[src/rtl/arb_mon_pkg.sv]
// Package: shared encodings for the output arbiter fault monitor.
// Assumes the three symptom kinds are addressed with a 2-bit selector.
package arb_mon_pkg;

    // Selector encoding shared by the read and clear ports
    typedef enum logic [1:0] {
        KIND_MULTI = 2'd0,
        KIND_LOSS  = 2'd1,
        KIND_STUCK = 2'd2,
        KIND_NONE  = 2'd3
    } err_kind_e;

    localparam int NUM_KINDS = 3;

    // One bit per symptom, indexed by the kind encoding
    typedef struct packed {
        logic stuck;
        logic loss;
        logic multi;
    } err_vec_t;

endpackage

[src/rtl/grant_checker.sv]
// Module: grant_checker
// Combinational checks of one arbitration result: more than one grant,
// and no grant while at least one request is pending.
// Assumes req and gnt belong to the same output and the same slot.
module grant_checker #(
    parameter int N_PORTS = 8
) (
    input  logic [N_PORTS-1:0] req,
    input  logic [N_PORTS-1:0] gnt,
    output logic               multi_hit,
    output logic               loss_hit
);

    logic seen_one;
    logic seen_two;

    // Detect two or more grant bits with a one/two-seen scan
    always_comb begin
        seen_one = 1'b0;
        seen_two = 1'b0;
        for (int i = 0; i < N_PORTS; i++) begin
            if (gnt[i]) begin
                seen_two = seen_two | seen_one;
                seen_one = 1'b1;
            end
        end
    end

    // Combine the scan and the request summary into the two symptoms
    always_comb begin
        multi_hit = seen_two;
        loss_hit  = (|req) && !seen_one;
    end

    // a slot cannot both lack a grant and carry several
    always_comb begin
        multi_loss_excl_chk: assert (!(multi_hit && loss_hit));
    end

endmodule

[src/rtl/stuck_tracker.sv]
// Module: stuck_tracker
// Counts consecutive qualifying slots that repeat the same grant vector
// while some other port keeps requesting, and reports when the count
// reaches the programmed run length.
// Assumes stb is a single-cycle strobe; state only moves on it.
module stuck_tracker #(
    parameter int N_PORTS = 8,
    parameter int RUN_W   = 8
) (
    input  logic               clk,
    input  logic               rst_n,
    input  logic               stb,
    input  logic [N_PORTS-1:0] req,
    input  logic [N_PORTS-1:0] gnt,
    input  logic [RUN_W-1:0]   run_limit,
    output logic               stuck_hit
);

    localparam logic [RUN_W-1:0] RUN_MAX = {RUN_W{1'b1}};
    localparam logic [RUN_W-1:0] RUN_ONE = {{(RUN_W-1){1'b0}}, 1'b1};

    logic [N_PORTS-1:0] prev_gnt_q;
    logic [RUN_W-1:0]   run_q;
    logic [RUN_W-1:0]   run_inc;
    logic [RUN_W-1:0]   run_next;
    logic               qualify;
    logic               same_gnt;

    // Decide whether this slot extends, restarts or breaks the run
    always_comb begin
        qualify  = (|gnt) && (|(req & ~gnt));
        same_gnt = (gnt == prev_gnt_q);
        run_inc  = (run_q == RUN_MAX) ? run_q : run_q + RUN_ONE;
        if (!qualify) begin
            run_next = '0;
        end else if (same_gnt) begin
            run_next = run_inc;
        end else begin
            run_next = RUN_ONE;
        end
        stuck_hit = (run_next != '0) && (run_next >= run_limit);
    end

    // Keep the last grant and the run length, updated once per slot
    always_ff @(posedge clk) begin
        if (!rst_n) begin
            prev_gnt_q <= '0;
            run_q      <= '0;
        end else if (stb) begin
            prev_gnt_q <= gnt;
            run_q      <= run_next;
        end
    end

    // a live run always belongs to a nonzero grant
    run_has_grant_chk: assert property (@(posedge clk) disable iff (!rst_n)
        (run_q != '0) |-> (prev_gnt_q != '0));

    // a slot with no other requester leaves no run behind
    run_break_chk: assert property (@(posedge clk) disable iff (!rst_n)
        (stb && ((req & ~gnt) == '0)) |=> (run_q == '0));

endmodule

[src/rtl/event_counter.sv]
// Module: event_counter
// Saturating event counter with a synchronous clear; a clear that meets
// an increment in the same cycle leaves a count of one.
// Assumes inc and clr are single-cycle qualifiers.
module event_counter #(
    parameter int CNT_W = 16
) (
    input  logic             clk,
    input  logic             rst_n,
    input  logic             inc,
    input  logic             clr,
    output logic [CNT_W-1:0] cnt
);

    localparam logic [CNT_W-1:0] CNT_MAX = {CNT_W{1'b1}};
    localparam logic [CNT_W-1:0] CNT_ONE = {{(CNT_W-1){1'b0}}, 1'b1};

    // Count events, saturate at the top, clear on request
    always_ff @(posedge clk) begin
        if (!rst_n) begin
            cnt <= '0;
        end else if (clr) begin
            cnt <= inc ? CNT_ONE : '0;
        end else if (inc && (cnt != CNT_MAX)) begin
            cnt <= cnt + CNT_ONE;
        end
    end


    cnt_saturate_chk: assert property (@(posedge clk) disable iff (!rst_n)
        ((cnt == CNT_MAX) && !clr) |=> (cnt == CNT_MAX));


    cnt_monotonic_chk: assert property (@(posedge clk) disable iff (!rst_n)
        !clr |=> (cnt >= $past(cnt)));


    cnt_clear_chk: assert property (@(posedge clk) disable iff (!rst_n)
        clr |=> (cnt <= CNT_ONE));

endmodule

[src/rtl/arb_fault_monitor.sv]
// Module: arb_fault_monitor (top)
// Concurrent monitor for one output arbiter of a crossbar plane. On each
// slot strobe it registers three symptom flags (multiple grants, lost
// grant, stuck grant) and counts each symptom in a saturating counter
// that a manager reads and clears through a select port.
// Assumes single faults; the symptoms are reported independently.
module arb_fault_monitor
    import arb_mon_pkg::*;
#(
    parameter int N_PORTS = 8,
    parameter int RUN_W   = 8,
    parameter int CNT_W   = 16
) (
    input  logic               clk,
    input  logic               rst_n,
    input  logic               slot_stb,
    input  logic [N_PORTS-1:0] req_vec,
    input  logic [N_PORTS-1:0] gnt_vec,
    input  logic [RUN_W-1:0]   stuck_len,
    input  logic [1:0]         rd_sel,
    input  logic               clr_en,
    input  logic [1:0]         clr_sel,
    output logic               err_multi,
    output logic               err_loss,
    output logic               err_stuck,
    output logic [CNT_W-1:0]   rd_data
);

    err_vec_t         hit_now;
    err_vec_t         flags_q;
    logic [NUM_KINDS-1:0] hit_bits;
    logic [CNT_W-1:0] cnt_val [NUM_KINDS];

    grant_checker #(
        .N_PORTS (N_PORTS)
    ) u_grant_checker (
        .req       (req_vec),
        .gnt       (gnt_vec),
        .multi_hit (hit_now.multi),
        .loss_hit  (hit_now.loss)
    );

    stuck_tracker #(
        .N_PORTS (N_PORTS),
        .RUN_W   (RUN_W)
    ) u_stuck_tracker (
        .clk       (clk),
        .rst_n     (rst_n),
        .stb       (slot_stb),
        .req       (req_vec),
        .gnt       (gnt_vec),
        .run_limit (stuck_len),
        .stuck_hit (hit_now.stuck)
    );

    // Flatten the symptom struct for indexed counter hookup
    always_comb begin
        hit_bits = hit_now;
    end

    // One counter per symptom kind, incremented on strobed symptoms
    for (genvar k = 0; k < NUM_KINDS; k++) begin : g_cnt
        event_counter #(
            .CNT_W (CNT_W)
        ) u_event_counter (
            .clk   (clk),
            .rst_n (rst_n),
            .inc   (slot_stb && hit_bits[k]),
            .clr   (clr_en && (clr_sel == 2'(k))),
            .cnt   (cnt_val[k])
        );
    end

    // Hold the flags of the last slot until the next strobe
    always_ff @(posedge clk) begin
        if (!rst_n) begin
            flags_q <= '0;
        end else if (slot_stb) begin
            flags_q <= hit_now;
        end
    end

    // Drive the flag outputs from the held slot result
    always_comb begin
        err_multi = flags_q.multi;
        err_loss  = flags_q.loss;
        err_stuck = flags_q.stuck;
    end

    // Read mux over the counters; the unused code reads zero
    always_comb begin
        unique case (err_kind_e'(rd_sel))
            KIND_MULTI: rd_data = cnt_val[0];
            KIND_LOSS:  rd_data = cnt_val[1];
            KIND_STUCK: rd_data = cnt_val[2];
            default:    rd_data = '0;
        endcase
    end


    flags_hold_chk: assert property (@(posedge clk) disable iff (!rst_n)
        !slot_stb |=> ($stable(err_multi) && $stable(err_loss) && $stable(err_stuck)));


    multi_grant_chk: assert property (@(posedge clk) disable iff (!rst_n)
        (slot_stb && ($countones(gnt_vec) >= 2)) |=> err_multi);


    idle_slot_chk: assert property (@(posedge clk) disable iff (!rst_n)
        (slot_stb && (req_vec == '0) && (gnt_vec == '0)) |=> (!err_multi && !err_loss && !err_stuck));


    lost_grant_chk: assert property (@(posedge clk) disable iff (!rst_n)
        (slot_stb && (req_vec != '0) && (gnt_vec == '0)) |=> err_loss);

endmodule

[config.mk]
export PLATFORM = sky130hd
export DESIGN_NAME = arb_fault_monitor
export DESIGN_NICKNAME = d
export VERILOG_FILES = /design/src/rtl/arb_mon_pkg.sv /design/src/rtl/grant_checker.sv /design/src/rtl/stuck_tracker.sv /design/src/rtl/event_counter.sv /design/src/rtl/arb_fault_monitor.sv
export SDC_FILE = /design/constraint.sdc
export NUM_CORES = 1
export LEC_CHECK = 0
export BUFFER_PORTS_ARGS = -buffer_cell sky130_fd_sc_hd__buf_2
export CAP_MARGIN = 20
export CORE_ASPECT_RATIO = 1.2
export CORE_MARGIN = 1.5
export CORE_UTILIZATION = 63
export CTS_CLUSTER_DIAMETER = 40
export CTS_CLUSTER_SIZE = 16
export DETAILED_ROUTE_END_ITERATION = 7
export HOLD_SLACK_MARGIN = 0.1
export PLACE_DENSITY = 0.95
export SETUP_SLACK_MARGIN = 0.05
export SLEW_MARGIN = 30
export SYNTH_ARGS = -nofsm -noshare
export SYNTH_HDL_FRONTEND = slang
export SYNTH_SLANG_ARGS = --single-unit
[constraint.sdc]
create_clock -name clk -period 8.7 [get_ports clk]
set_clock_uncertainty 0.15 [all_clocks]
set_input_delay 2.175 -clock clk [delete_from_list [all_inputs] [get_ports clk]]
set_output_delay 2.175 -clock clk [all_outputs]
set_load 0.01 [all_outputs]
; ---- After elaboration in Yosys (flattened, before gate mapping)
; Index checks and enable logic that the tools add are counted.
; W data, S select, Z words.
[classes]
n_eq_ne = 9
addsub = 4
muxes = 28
n_reduce_logical = 22
order_cmp = 1
bitwise_logic = 8
[ops]
columns = operator, count
row1 = $mux W16, 6
row2 = $add A16 B1 Y16 const B, 3
row3 = $ne A16 B16 Y1 const B, 3
row4 = $pmux W16 S3, 1
row5 = $mux W8, 3
row6 = $reduce_or A8 Y1, 3
row7 = $mux W1, 18
row8 = $logic_and A1 B1 Y1, 12
row9 = $add A8 B1 Y8 const B, 1
row10 = $and A8 B8 Y8, 1
row11 = $eq A8 B8 Y1, 1
row12 = $eq A8 B8 Y1 const B, 1
row13 = $ge A8 B8 Y1, 1
row14 = $not A8 Y8, 1
row15 = $reduce_bool A8 Y1, 1
row16 = $or A1 B1 Y1, 6
row17 = $reduce_bool A2 Y1, 3
row18 = $eq A2 B1 Y1 const B, 2
row19 = $eq A2 B2 Y1 const B, 2
row20 = $logic_not A2 Y1, 2
row21 = $logic_not A1 Y1, 1
[totals]
reg_bits = 67
input_bits = 32
out_inout_bits = 19
elab_cells = 80

; ---- Depth between registers and ports, before layout
; Gate-level depths: netlist (run 1).
[depth]
word_depth = 18
mapped_depth = 16
ltp_nobuf = 15

; ---- Cells and area by module
; From an unflattened synthesis (run 1), not the netlist that was laid out.
[hier_totals]
hier_cells = 525
area_unflattened_um2 = 4511.8
[by_module_without_submodules]
columns = module, n_inst, cells_per_inst, area_each_um2
row1 = event_counter, 3, 98, 835.8
row2 = stuck_tracker, 1, 164, 1366.3
row3 = arb_fault_monitor, 1, 54, 526.8
row4 = grant_checker, 1, 13, 111.4

; ---- Worst setup path after synthesis (run 1)
; No wires, ideal clock.
[synth_path]
path_type = in2out
startpoint = in rd_sel[1]
endpoint = out rd_data[0]
path_slack_ps = 2963
t_required_ps = 6375
stages = 4
path_buffers = 2
arrival_ps = 3412
cell_sequence = clkbuf_1 > clkbuf_1 > mux2i_1 > o21ai_0
[synth_between]
elab_chain_cells = 2
[synth_lines]
columns = item, line_no
row1 = start: declaration, arb_fault_monitor.sv:20  ; input logic [1:0] rd_sel,
row2 = "$eq A2 B2 Y1, or another cell as far along", arb_fault_monitor.sv:92  ; unique case (err_kind_e'(rd_sel))
row3 = $pmux W16 S3 *, arb_fault_monitor.sv:92
row4 = end: declaration, arb_fault_monitor.sv:26  ; output logic [CNT_W-1:0] rd_data
; Every way passes the cells marked *; elsewhere a longest branch is shown, timed or not.

; ---- Final worst setup path (run 1)
[layout_path]
startpoint = in gnt_vec[2]
endpoint = reg g_cnt[2].u_event_counter.cnt[8]
[layout_between]
elab_chain_cells = 10
[layout_lines]
columns = item, line_no
row1 = start: declaration, arb_fault_monitor.sv:18  ; input logic [N_PORTS-1:0] gnt_vec,
row2 = $not A8 Y8, stuck_tracker.sv:31  ; qualify = (|gnt) && (|(req & ~gnt));
row3 = $and A8 B8 Y8, stuck_tracker.sv:31
row4 = $reduce_or A8 Y1, stuck_tracker.sv:31
row5 = $logic_and A1 B1 Y1, stuck_tracker.sv:31
row6 = $mux W8 *, stuck_tracker.sv:34  ; if (!qualify) begin
row7 = net u_stuck_tracker.run_next[2], stuck_tracker.sv:25  ; logic [RUN_W-1:0] run_next;
row8 = $ge A8 B8 Y1 or $reduce_bool A8 Y1 (tied branches), stuck_tracker.sv:41  ; stuck_hit = (run_next != '0) && (run_next >= run_limit);
row9 = $logic_and A1 B1 Y1 *, stuck_tracker.sv:41
row10 = $logic_and A1 B1 Y1 *, arb_fault_monitor.sv:68  ; .inc (slot_stb && hit_bits[k]),
row11 = $logic_and A1 B1 Y1 *, event_counter.sv:24  ; end else if (inc && (cnt != CNT_MAX)) begin
row12 = $reduce_bool A2 Y1 (no source line) *, -
row13 = end signal: assignment, event_counter.sv:23  ; cnt <= inc ? CNT_ONE : '0;
row14 = end signal: assignment, event_counter.sv:25  ; cnt <= cnt + CNT_ONE;
row15 = end: declaration, event_counter.sv:12  ; output logic [CNT_W-1:0] cnt
; The timed path passes the listed nets; every way through them passes the cells marked *.
; A chain may end at the register's enable or synchronous reset.

==> summary.md, run 1 <==
| Metric | Value |
|---|---|
| Outcome | completed |
| Worst-Skew Late Latency | 0.36 ns |
| Synthesized flop and latch total | 67 |
| DRC Markers | 0 |
| Vias/cell | 6.29 |
| Fraction of layout cells with a size suffix above 1 | 0.141 |
| Placer congestion estimate | 0.905 |
| Max Cap Viol | 0 |
| Hold Crit Class | reg -> reg |
| Post-route ant nets | 0 |
| Vias in the first global route | 3873 |
| Grt total ovfl | 0 |
| Synthesis warning total | 0 |
| Syn avg cell area | 7.92 sq um |
| Cell Area, Synth | 4070 sq um |
| Most frequent cells in the layout | 67 x dfxtp_1, 59 x nor2_1, 51 x nand2_1 |
| Final min period | 6.12 ns |
| Crit-path slowest cell | or4_1 |
| Die Area | 6950 sq um |
| Final slew viol count | 0 |
| First DRT Iteration DRCs | 424 |
| Fin util | 0.749 |
| FF/Latch Area | 1340 sq um |
| Final Cycle Share | 0.703 |
| Clock sinks | 67 |
| CTS tree | yes |
| H-Tree Depth | 3 |
| CTS Root Cell | clkbuf_8 |
| Unrepaired setup endpoints after global routing | false |
| Net count after synthesis | 558 |
| CTS Buf Count | 9 |
| Clk buf depth | 2 |
| TNS Setup | 0 ns |
| Most common cell after layout, fill and taps aside | dfxtp_1 |
| VDD IR-drop max | 0.128 mV |
| Post-Syn Instances | 514 |
| CTS resizes | 0 |
| Global-route wire length before repair | 17.6 mm |
| Slew headroom | 0.421 |
| CP arrival | 6.24 ns |
| DR vias | 4030 |
| CP startpoint kind | input pin |
| Initial DRT Pass Iterations | 6 |
| Hold_buf cts | 0 |
| Largest net degree at the start of global routing | 27 |
| WL final | 10.8 mm |
| Critical path peak fanout | 14 |
| Post-synth EDFFs | 0 |
| Final Cell Area | 4590 sq um |
| DR WL/cell | 16.8 microns |
| Area occupied by multi-input gates | 2570 sq um |
| Initial antenna violation count | 0 |
| Placed instance count | 625 |
| CP endpoint kind | register |
| Worst-path clk slew | 0.07 ns |
| Total track usage | 0.315 |
| Overall Power | 0.000691 W |
| WP data required | 8.82 ns |
| Setup violators final | 0 |
| Initial Utilization | 0.664 |
| Async SR Flop Fraction | 0 |
| P&R area growth vs syn | 12.8% |
| DP Area | 4340 sq um |
| Core ar. | 6130 sq um |
| Max Fclk | 164 MHz |
| Leak pwr | 1.79 nW |
| Fillers | 430 |
| Port bufs | 50 |
| Unique masters post-synth | 54 |
| Final Non-Filler Cells | 641 |
| # IOs | 51 |
| Ys flop type | dfxtp_1 |
| CP max stage delay | 0.56 ns |
| Detailed-placement wirelength estimate | 7.47 mm |
| Die X | 76.4 microns |
| Postcts setup bufs | 0 |
| Row count | 31 |
| Sequential element share of the synthesized area | 0.330 |
| Final hold violations | 0 |
| ANT cells | 0 |
| Layout net count | 598 |
| Critical path cell sequence | buf_2 -> or4_4 -> or4b_4 -> o31a_1 -> nand2_1 -> inv_1 -> o21ai_0 -> nor2_1 -> ha_1 -> a211o_1 -> a31oi_1 -> nor3_1 -> o211a_1 -> nand4b_1 -> or4_1 -> a21oi_1 |
| WS Path Type | in -> reg |
| Pwr/cell area | 150 nW/um^2 |
| Slew @ Worst Pin | 0.867 ns |
| Die Y | 91.1 microns |
==> area by class of cell <==
type,instances,area share
Tap cell,82,0.0223
Sequential cell,67,0.292
Timing Repair Buffer,50,0.0545
Multi-Input combinational cell,405,0.560
Inverter,21,0.0172
Clock inverter,6,0.0245
Clock buffer,10,0.0300
==> metal layers <==
metal / vias up / part of all wire / track usage
met5: - / 0 / 0
met2: 194 / 0.48 / 0.549
met1: 1872 / 0.40 / 0.343
li1: 1903 / - / -
met3: 61 / 0.055 / 0.0633
met4: 0 / 0.056 / 0.210
==> power by group <==
part,switching (W),internal [W]
clock,0.000127,0.000199
sequential,0.00000319,0.000310
combinational,0.0000311,0.0000211
==> per-stage QoR <==
stage	hold slack [ns]	worst slack (ns)
finish	0.334	2.58
global route	0.389	2.24
CTS	0.337	2.65
detailed placement	0.324	2.32
global placement	0.311	2.57
floorplan	0.315	2.96
==> synth_stat cells (4+ instances only) <==
cell | number | share of area
nand2_1 | 51 | 0.047
o21ai_0 | 39 | 0.048
a21oi_1 | 23 | 0.028
a21boi_0 | 4 | 0.0074
or4_1 | 5 | 0.0092
o31ai_1 | 4 | 0.0074
nor2b_1 | 14 | 0.022
inv_1 | 20 | 0.018
xor2_1 | 13 | 0.028
nand2b_1 | 5 | 0.0077
nor3_1 | 9 | 0.011
dfxtp_1 | 67 | 0.33
clkbuf_1 | 20 | 0.018
nand3_1 | 18 | 0.022
and3_1 | 8 | 0.012
nor2_1 | 59 | 0.054
nand4_1 | 19 | 0.029
mux2i_1 | 29 | 0.071
and2_1 | 5 | 0.0077
or3_1 | 12 | 0.018
ha_1 | 12 | 0.037
xnor2_1 | 23 | 0.049
==> state kept, by name, summed over array words and instances (netlist names) <==
signal and count:
err_multi 1, u_stuck_tracker.run_q 8, u_stuck_tracker.prev_gnt_q 8, g_cnt.u_event_counter.cnt 48, err_loss 1, err_stuck 1
==> worst max-delay path: cells and delay by family <==
family | cells | cell delay [ns]
simple gates | 7 | 2.59
compound gates | 6 | 0.93
fa+ha+maj | 1 | 0.30
buf+inv | 2 | 0.22
==> path summary, 6_finish.rpt <==
kind / start / endpoint / slack [ns] / cells after the start
max: gnt_vec[2] / g_cnt[2].u_event_counter.cnt[8]$_SDFFE_PN0P_ / 2.58 / 16
min: err_multi$_SDFFE_PN0P_ / err_multi$_SDFFE_PN0P_ / 0.33 / 2
max reg2reg: u_stuck_tracker.run_q[0]$_SDFFE_PN0P_ / g_cnt[2].u_event_counter.cnt[8]$_SDFFE_PN0P_ / 4.64 / 13
min reg2reg: err_multi$_SDFFE_PN0P_ / err_multi$_SDFFE_PN0P_ / 0.33 / 2
==> cell families after synthesis <==
group,count (synthesis),synth area share
compound gates,99,0.152
fa+ha+maj,14,0.0418
simple gates,227,0.288
mux,29,0.0713
buf+inv,42,0.0390
xor+xnor,36,0.0775
flops,67,0.330
Power figures use the tool's default switching activity.
==> run 2, diff against run 1 <==
- ABC_AREA: unset -> 1
- CORE_UTILIZATION: 63 -> 54
- PLACE_DENSITY: 0.95 -> 0.86
- clock period: 8.7 -> 5.15 ns (I/O delays scaled with it)
==> summary.md, run 2 <==
| Metric | Value |
|---|---|
| Most common cell after layout, fill and taps aside | nand2_1 |
| Die Area | 9400 sq um |
| Port bufs | 50 |
| CP max stage delay | 0.64 ns |
| DRC Markers | 0 |
| Final slew viol count | 0 |
| Most frequent cells in the layout | 178 x nand2_1, 96 x nor2_1, 90 x inv_1 |
| Ys flop type | dfxtp_1 |
| Max Fclk | 247 MHz |
| Vias/cell | 5.56 |
| Row count | 37 |
| Post-synth EDFFs | 0 |
| Core ar. | 8560 sq um |
| Grt total ovfl | 0 |
| Post-Syn Instances | 747 |
| First DRT Iteration DRCs | 448 |
| Hold Crit Class | reg -> reg |
| Worst path bufs/invs | 2 |
| Cell Area, Synth | 4770 sq um |
| Biggest regs | g_cnt.u_event_counter.cnt (48), u_stuck_tracker.prev_gnt_q (8), u_stuck_tracker.run_q (8) |
| Largest net degree at the start of global routing | 34 |
| Unique masters post-synth | 41 |
| DR WL/cell | 13.8 microns |
| Layout net count | 839 |
| Postcts setup bufs | 0 |
| Post-route ant nets | 0 |
| Commonest cells in the netlist | 178 x nand2_1, 96 x nor2_1, 90 x inv_1 |
| CTS Buf Count | 9 |
| VDD IR-drop max | 0.150 mV |
| Max FFs per register | 48 |
| Crit-path slowest cell | nor2_1 |
| Outcome | completed |
| DP Area | 5110 sq um |
| Overall Power | 0.00114 W |
| Final min period | 4.04 ns |
| Pwr/cell area | 213 nW/um^2 |
| Hold_buf cts | 0 |
| Clk buf depth | 2 |
| Worst-path clk slew | 0.07 ns |
| CTS Root Cell | clkbuf_8 |
| Total track usage | 0.282 |
| WL final | 12.7 mm |
| Largest delay share family, worst path | simple AND/OR/NAND/NOR gates |
| Top cell type by total area after synthesis | dfxtp_1 |
| Fraction of layout cells with a size suffix above 1 | 0.156 |
| Synthesized flop and latch total | 67 |
| Detailed-placement wirelength estimate | 9.71 mm |
| Critical path cell sequence | buf_2 -> nor2_1 -> nand2_1 -> o221ai_1 -> buf_2 |
| Sequential element share of the synthesized area | 0.281 |
| Final hold violations | 0 |
| CP arrival | 2.61 ns |
| ANT cells | 0 |
| TNS Setup | 0 ns |
| Slew headroom | 0.457 |
| CP startpoint kind | input pin |
| Slew @ Worst Pin | 0.811 ns |
| Setup violators final | 0 |
| Placer congestion estimate | 0.941 |
| Synth top area share | 0.281 |
| CP endpoint kind | output port |
| Leak pwr | 2.22 nW |
| Die Y | 106 microns |
| DR vias | 5096 |
| Critical path peak fanout | 16 |
| Most numerous cell in the Yosys netlist | nand2_1 |
| Most used cell, CP | buf_2 |
| WP data required | 3.71 ns |
| Worst-Skew Late Latency | 0.36 ns |
| Die X | 88.8 microns |
| Final Cycle Share | 0.785 |
| Max Cap Viol | 0 |
| Syn avg cell area | 6.38 sq um |
| # IOs | 51 |
| Global-route wire length before repair | 21.0 mm |
| Final Cell Area | 5330 sq um |
| Initial antenna violation count | 0 |
| Vias in the first global route | 4713 |
| Initial Utilization | 0.557 |
| CTS tree | yes |
| Largest Register | g_cnt.u_event_counter.cnt |
| P&R area growth vs syn | 11.7% |
| Net count after synthesis | 791 |
| H-Tree Depth | 3 |
| Synth top area cells | dfxtp_1 28%, nand2_1 14%, nor2_1 7.6% |
| Clock sinks | 67 |
| Initial DRT Pass Iterations | 5 |
| Synthesis warning total | 0 |
| Unrepaired setup endpoints after global routing | false |
| WS Path Type | in -> out |
| Async SR Flop Fraction | 0 |
| CTS resizes | 0 |
| Fin util | 0.622 |
## run 2: changes by cell type after synthesis, sizes merged, moves of 20 or more
cell   previous run  this run
mux2i            29         0
nand2            51       194
nor2             60       103
inv              20       101
a21oi            23        61
nand3            18        66
xnor2            23         3
## run 2: worst paths after layout
| kind | startpoint | end | slack (ns) | depth (start not counted) |
|---|---|---|---|---|
| worst max-delay path | rd_sel[0] | rd_data[7] | 1.11 | 5 |
| worst min register to register | err_loss$_SDFFE_PN0P_ | err_loss$_SDFFE_PN0P_ | 0.34 | 2 |
| worst max register to register | u_stuck_tracker.run_q[0]$_SDFFE_PN0P_ | g_cnt[2].u_event_counter.cnt[7]$_SDFFE_PN0P_ | 1.72 | 20 |
| worst min-delay path | err_loss$_SDFFE_PN0P_ | err_loss$_SDFFE_PN0P_ | 0.34 | 2 |
## run 2: final cells by class
type / count / area (sq um)
inverter: 104 / 390
sequential: 67 / 1340
clock buffer: 12 / 165
timing repair buffer: 53 / 273
multi-input combinational: 560 / 2960
clock inverter: 4 / 47.5
tap: 117 / 146
fill: 794 / 3240
## run 2: metal layers
| layer | global-route usage | routed length (microns) |
|---|---|---|
| met3 | 0.0365 | 785 |
| met4 | 0.147 | 538 |
| met2 | 0.470 | 6100 |
| met1 | 0.348 | 5270 |
| met5 | 0 | 0 |
## run 2: report_power, final
group          switching (W)  internal (W)  leakage (nW)
sequential         0.0000106      0.000528         0.544
combinational      0.0000829     0.0000393          1.57
clock               0.000213      0.000262         0.108
## run 2: tightest hold or removal path, stage by stage, from the launching register on
cell and delay, ns:
dfxtp_1 0.33, nand2_1 0.07, a21oi_1 0.06
## run 2: metrics by stage
stage / hold slack (ns) / instances / setup slack, ns
2_1_floorplan: 0.308 / 747 / 1.35
3_3_place_gp: 0.322 / 901 / 1.01
3_5_place_dp: 0.329 / 901 / 0.915
4_1_cts: 0.340 / 917 / 1.13
5_1_grt: 0.361 / 917 / 0.841
6_report: 0.343 / 917 / 1.11
## run 2: logic make-up (layout without fill, tap and decap cells)
family | after synthesis | in the layout | synth area share
AO/OA/AOI/OAI | 122 | 122 | 0.159
XOR/XNOR | 23 | 23 | 0.0423
adder cells (fa/ha/maj) | 12 | 12 | 0.0315
buffers and inverters | 120 | 173 | 0.0974
flip-flops | 67 | 67 | 0.281
AND/OR/NAND/NOR | 403 | 403 | 0.389
==> run 3, diff against run 2 <==
- CORE_UTILIZATION: 54 -> 60
- PLACE_DENSITY: 0.86 -> 0.9
- clock period: 5.15 -> 3.8 ns (I/O delays scaled with it)
==> summary.md, run 3 (synthesized netlist as in run 2, its figures left out) <==
| Metric | Value |
|---|---|
| Worst path bufs/invs | 6 |
| DRC Markers | 0 |
| Most common cell after layout, fill and taps aside | nand2_1 |
| Reg2Reg Depth | 22 |
| Port bufs | 50 |
| WHS Endpoint | err_multi$_SDFFE_PN0P_ |
| Vias in the first global route | 4864 |
| WS Path Type | in -> reg |
| Total track usage | 0.313 |
| Setup violators final | 0 |
| Detailed-placement wirelength estimate | 9.67 mm |
| Pwr/cell area | 285 nW/um^2 |
| Largest Register | g_cnt.u_event_counter.cnt |
| Die Y | 101 microns |
| Placed instance count | 884 |
| Overall Power | 0.00152 W |
| Core ar. | 7710 sq um |
| Final worst setup slack | 0.364 ns |
| R2R Path End | g_cnt[2].u_event_counter.cnt[6]$_SDFFE_PN0P_ |
| Max Cap Viol | 0 |
| Die Area | 8490 sq um |
| # IOs | 51 |
| Most used cell, CP | nand2_1 |
| Slew @ Worst Pin | 0.581 ns |
| Worst-Skew Late Latency | 0.35 ns |
| DR WL/cell | 14.4 microns |
| Post-route ant nets | 0 |
| Row count | 35 |
| Final slew viol count | 0 |
| Layout net count | 847 |
| R2R Setup Slk | 0.42 ns |
| Max FFs per register | 48 |
| CP arrival | 3.53 ns |
| H-Tree Depth | 3 |
| CP max stage delay | 0.26 ns |
| CTS tree | yes |
| Hold_sp | err_multi$_SDFFE_PN0P_ |
| CP startpoint kind | input pin |
| Slew headroom | 0.609 |
| DP Worst Slack | -0.0221 ns |
| Die X | 84.4 microns |
| Most frequent cells in the layout | 178 x nand2_1, 96 x nor2_1, 90 x inv_1 |
| P&R area growth vs syn | 12.1% |
| Clk buf depth | 2 |
| Vias/cell | 5.73 |
| Leak pwr | 2.26 nW |
| Global-route wire length before repair | 21.6 mm |
| CP endpoint kind | register |
| Hold Crit Class | reg -> reg |
| Placer congestion estimate | 0.992 |
| Hold_buf cts | 0 |
| Hold depth | 2 |
| VDD IR-drop max | 0.221 mV |
| Final Non-Filler Cells | 898 |
| Initial DRT Pass Iterations | 5 |
| WP data required | 3.90 ns |
| DR vias | 5148 |
| Clock sinks | 67 |
| Max Fclk | 291 MHz |
| Final min period | 3.44 ns |
| First DRT Iteration DRCs | 472 |
| Initial Utilization | 0.619 |
| Worst-path clk slew | 0.07 ns |
| Grt total ovfl | 0 |
| Postcts setup bufs | 0 |
| Initial antenna violation count | 0 |
| Largest delay share family, worst path | simple AND/OR/NAND/NOR gates |
| Fin util | 0.693 |
| CTS Root Cell | clkbuf_8 |
| CTS resizes | 0 |
| ANT cells | 0 |
| Critical path cell sequence | buf_2 -> nor2_1 -> nand3_2 -> nor2_1 -> a21oi_4 -> buf_4 -> nand3_1 -> inv_1 -> ha_1 -> nand2_1 -> inv_1 -> o21ai_0 -> nand2_1 -> nand2_1 -> o2111ai_1 -> nand2_1 -> inv_2 -> buf_4 -> nand4_1 -> o21bai_1 -> nor2_1 |
| Critical path peak fanout | 9 |
| Final Cycle Share | 0.904 |
| WL final | 12.9 mm |
| Final hold violations | 0 |
| Biggest regs | g_cnt.u_event_counter.cnt (48), u_stuck_tracker.prev_gnt_q (8), u_stuck_tracker.run_q (8) |
| Unrepaired setup endpoints after global routing | false |
| Critical R2R Launch | u_stuck_tracker.run_q[0]$_SDFFE_PN0P_ |
| Crit-path slowest cell | ha_1 |
| Outcome | completed |
| Fraction of layout cells with a size suffix above 1 | 0.164 |
| WHS | 0.321 ns |
| Largest net degree at the start of global routing | 33 |
| CTS Buf Count | 9 |
==> run 3: cell count changes in the layout (fill, tap and decap cells not counted), sizes merged <==
| cell | previous run | this run |
|---|---|---|
| clkinv | 5 | 3 |
| inv | 101 | 102 |
| clkinvlp | 1 | 0 |
| buf | 53 | 61 |
==> run 3: layout make-up <==
| class | instances | area, sq um |
|---|---|---|
| Multi-Input combinational cell | 560 | 2960 |
| Fill cell | 623 | 2360 |
| Sequential cell | 67 | 1340 |
| Inverter | 104 | 390 |
| Timing Repair Buffer | 61 | 333 |
| Clock buffer | 12 | 165 |
| Tap cell | 92 | 115 |
| Clock inverter | 2 | 35.0 |
==> run 3: how the worst max path moves through the flow <==
stage                                                      from                                            end  slack, ns  depth (start not counted)
after floorplan                                      gnt_vec[5]  g_cnt[2].u_event_counter.cnt[14]$_SDFFE_PN0P_       0.40                         20
after global placement                               gnt_vec[1]   g_cnt[2].u_event_counter.cnt[9]$_SDFFE_PN0P_       0.08                         21
after detailed placement                             gnt_vec[0]  g_cnt[2].u_event_counter.cnt[11]$_SDFFE_PN0P_      -0.02                         20
after CTS                                            gnt_vec[0]   g_cnt[2].u_event_counter.cnt[6]$_SDFFE_PN0P_       0.28                         22
after global routing      u_stuck_tracker.run_q[0]$_SDFFE_PN0P_   g_cnt[2].u_event_counter.cnt[9]$_SDFFE_PN0P_       0.11                         22
final                                                gnt_vec[0]   g_cnt[2].u_event_counter.cnt[6]$_SDFFE_PN0P_       0.36                         21
==> run 3: worst reg2reg max path: cells and delay by family (launching register included) <==
kind | cells | cell delay, ns
AND/OR/NAND/NOR | 10 | 0.90
buffers and inverters | 5 | 0.61
adder cells (fa/ha/maj) | 2 | 0.57
AO/OA/AOI/OAI | 5 | 0.57
flip-flops | 1 | 0.45
==> run 3: where the power goes <==
| part | total, W | internal [W] | switching, W | leakage, nW |
|---|---|---|---|---|
| clock | 0.000618 | 0.000349 | 0.000270 | 0.104 |
| sequential | 0.000730 | 0.000716 | 0.0000144 | 0.544 |
| combinational | 0.000172 | 0.0000571 | 0.000115 | 1.62 |
| total | 0.00152 | 0.00112 | 0.000399 | 2.26 |
==> run 3: metrics by stage <==
step / instance area, sq um / TNS (ns)
2_1_floorplan: 4770 / 0
3_3_place_gp: 5140 / 0
3_5_place_dp: 5140 / -0.0742
4_1_cts: 5340 / 0
5_1_grt: 5340 / 0
6_report: 5340 / 0
==> run 3: layer usage <==
layer  wire [microns]  GRT usage
met2             6360      0.551
met3              885     0.0541
met1             5100      0.354
met5                0          0
met4              555      0.187
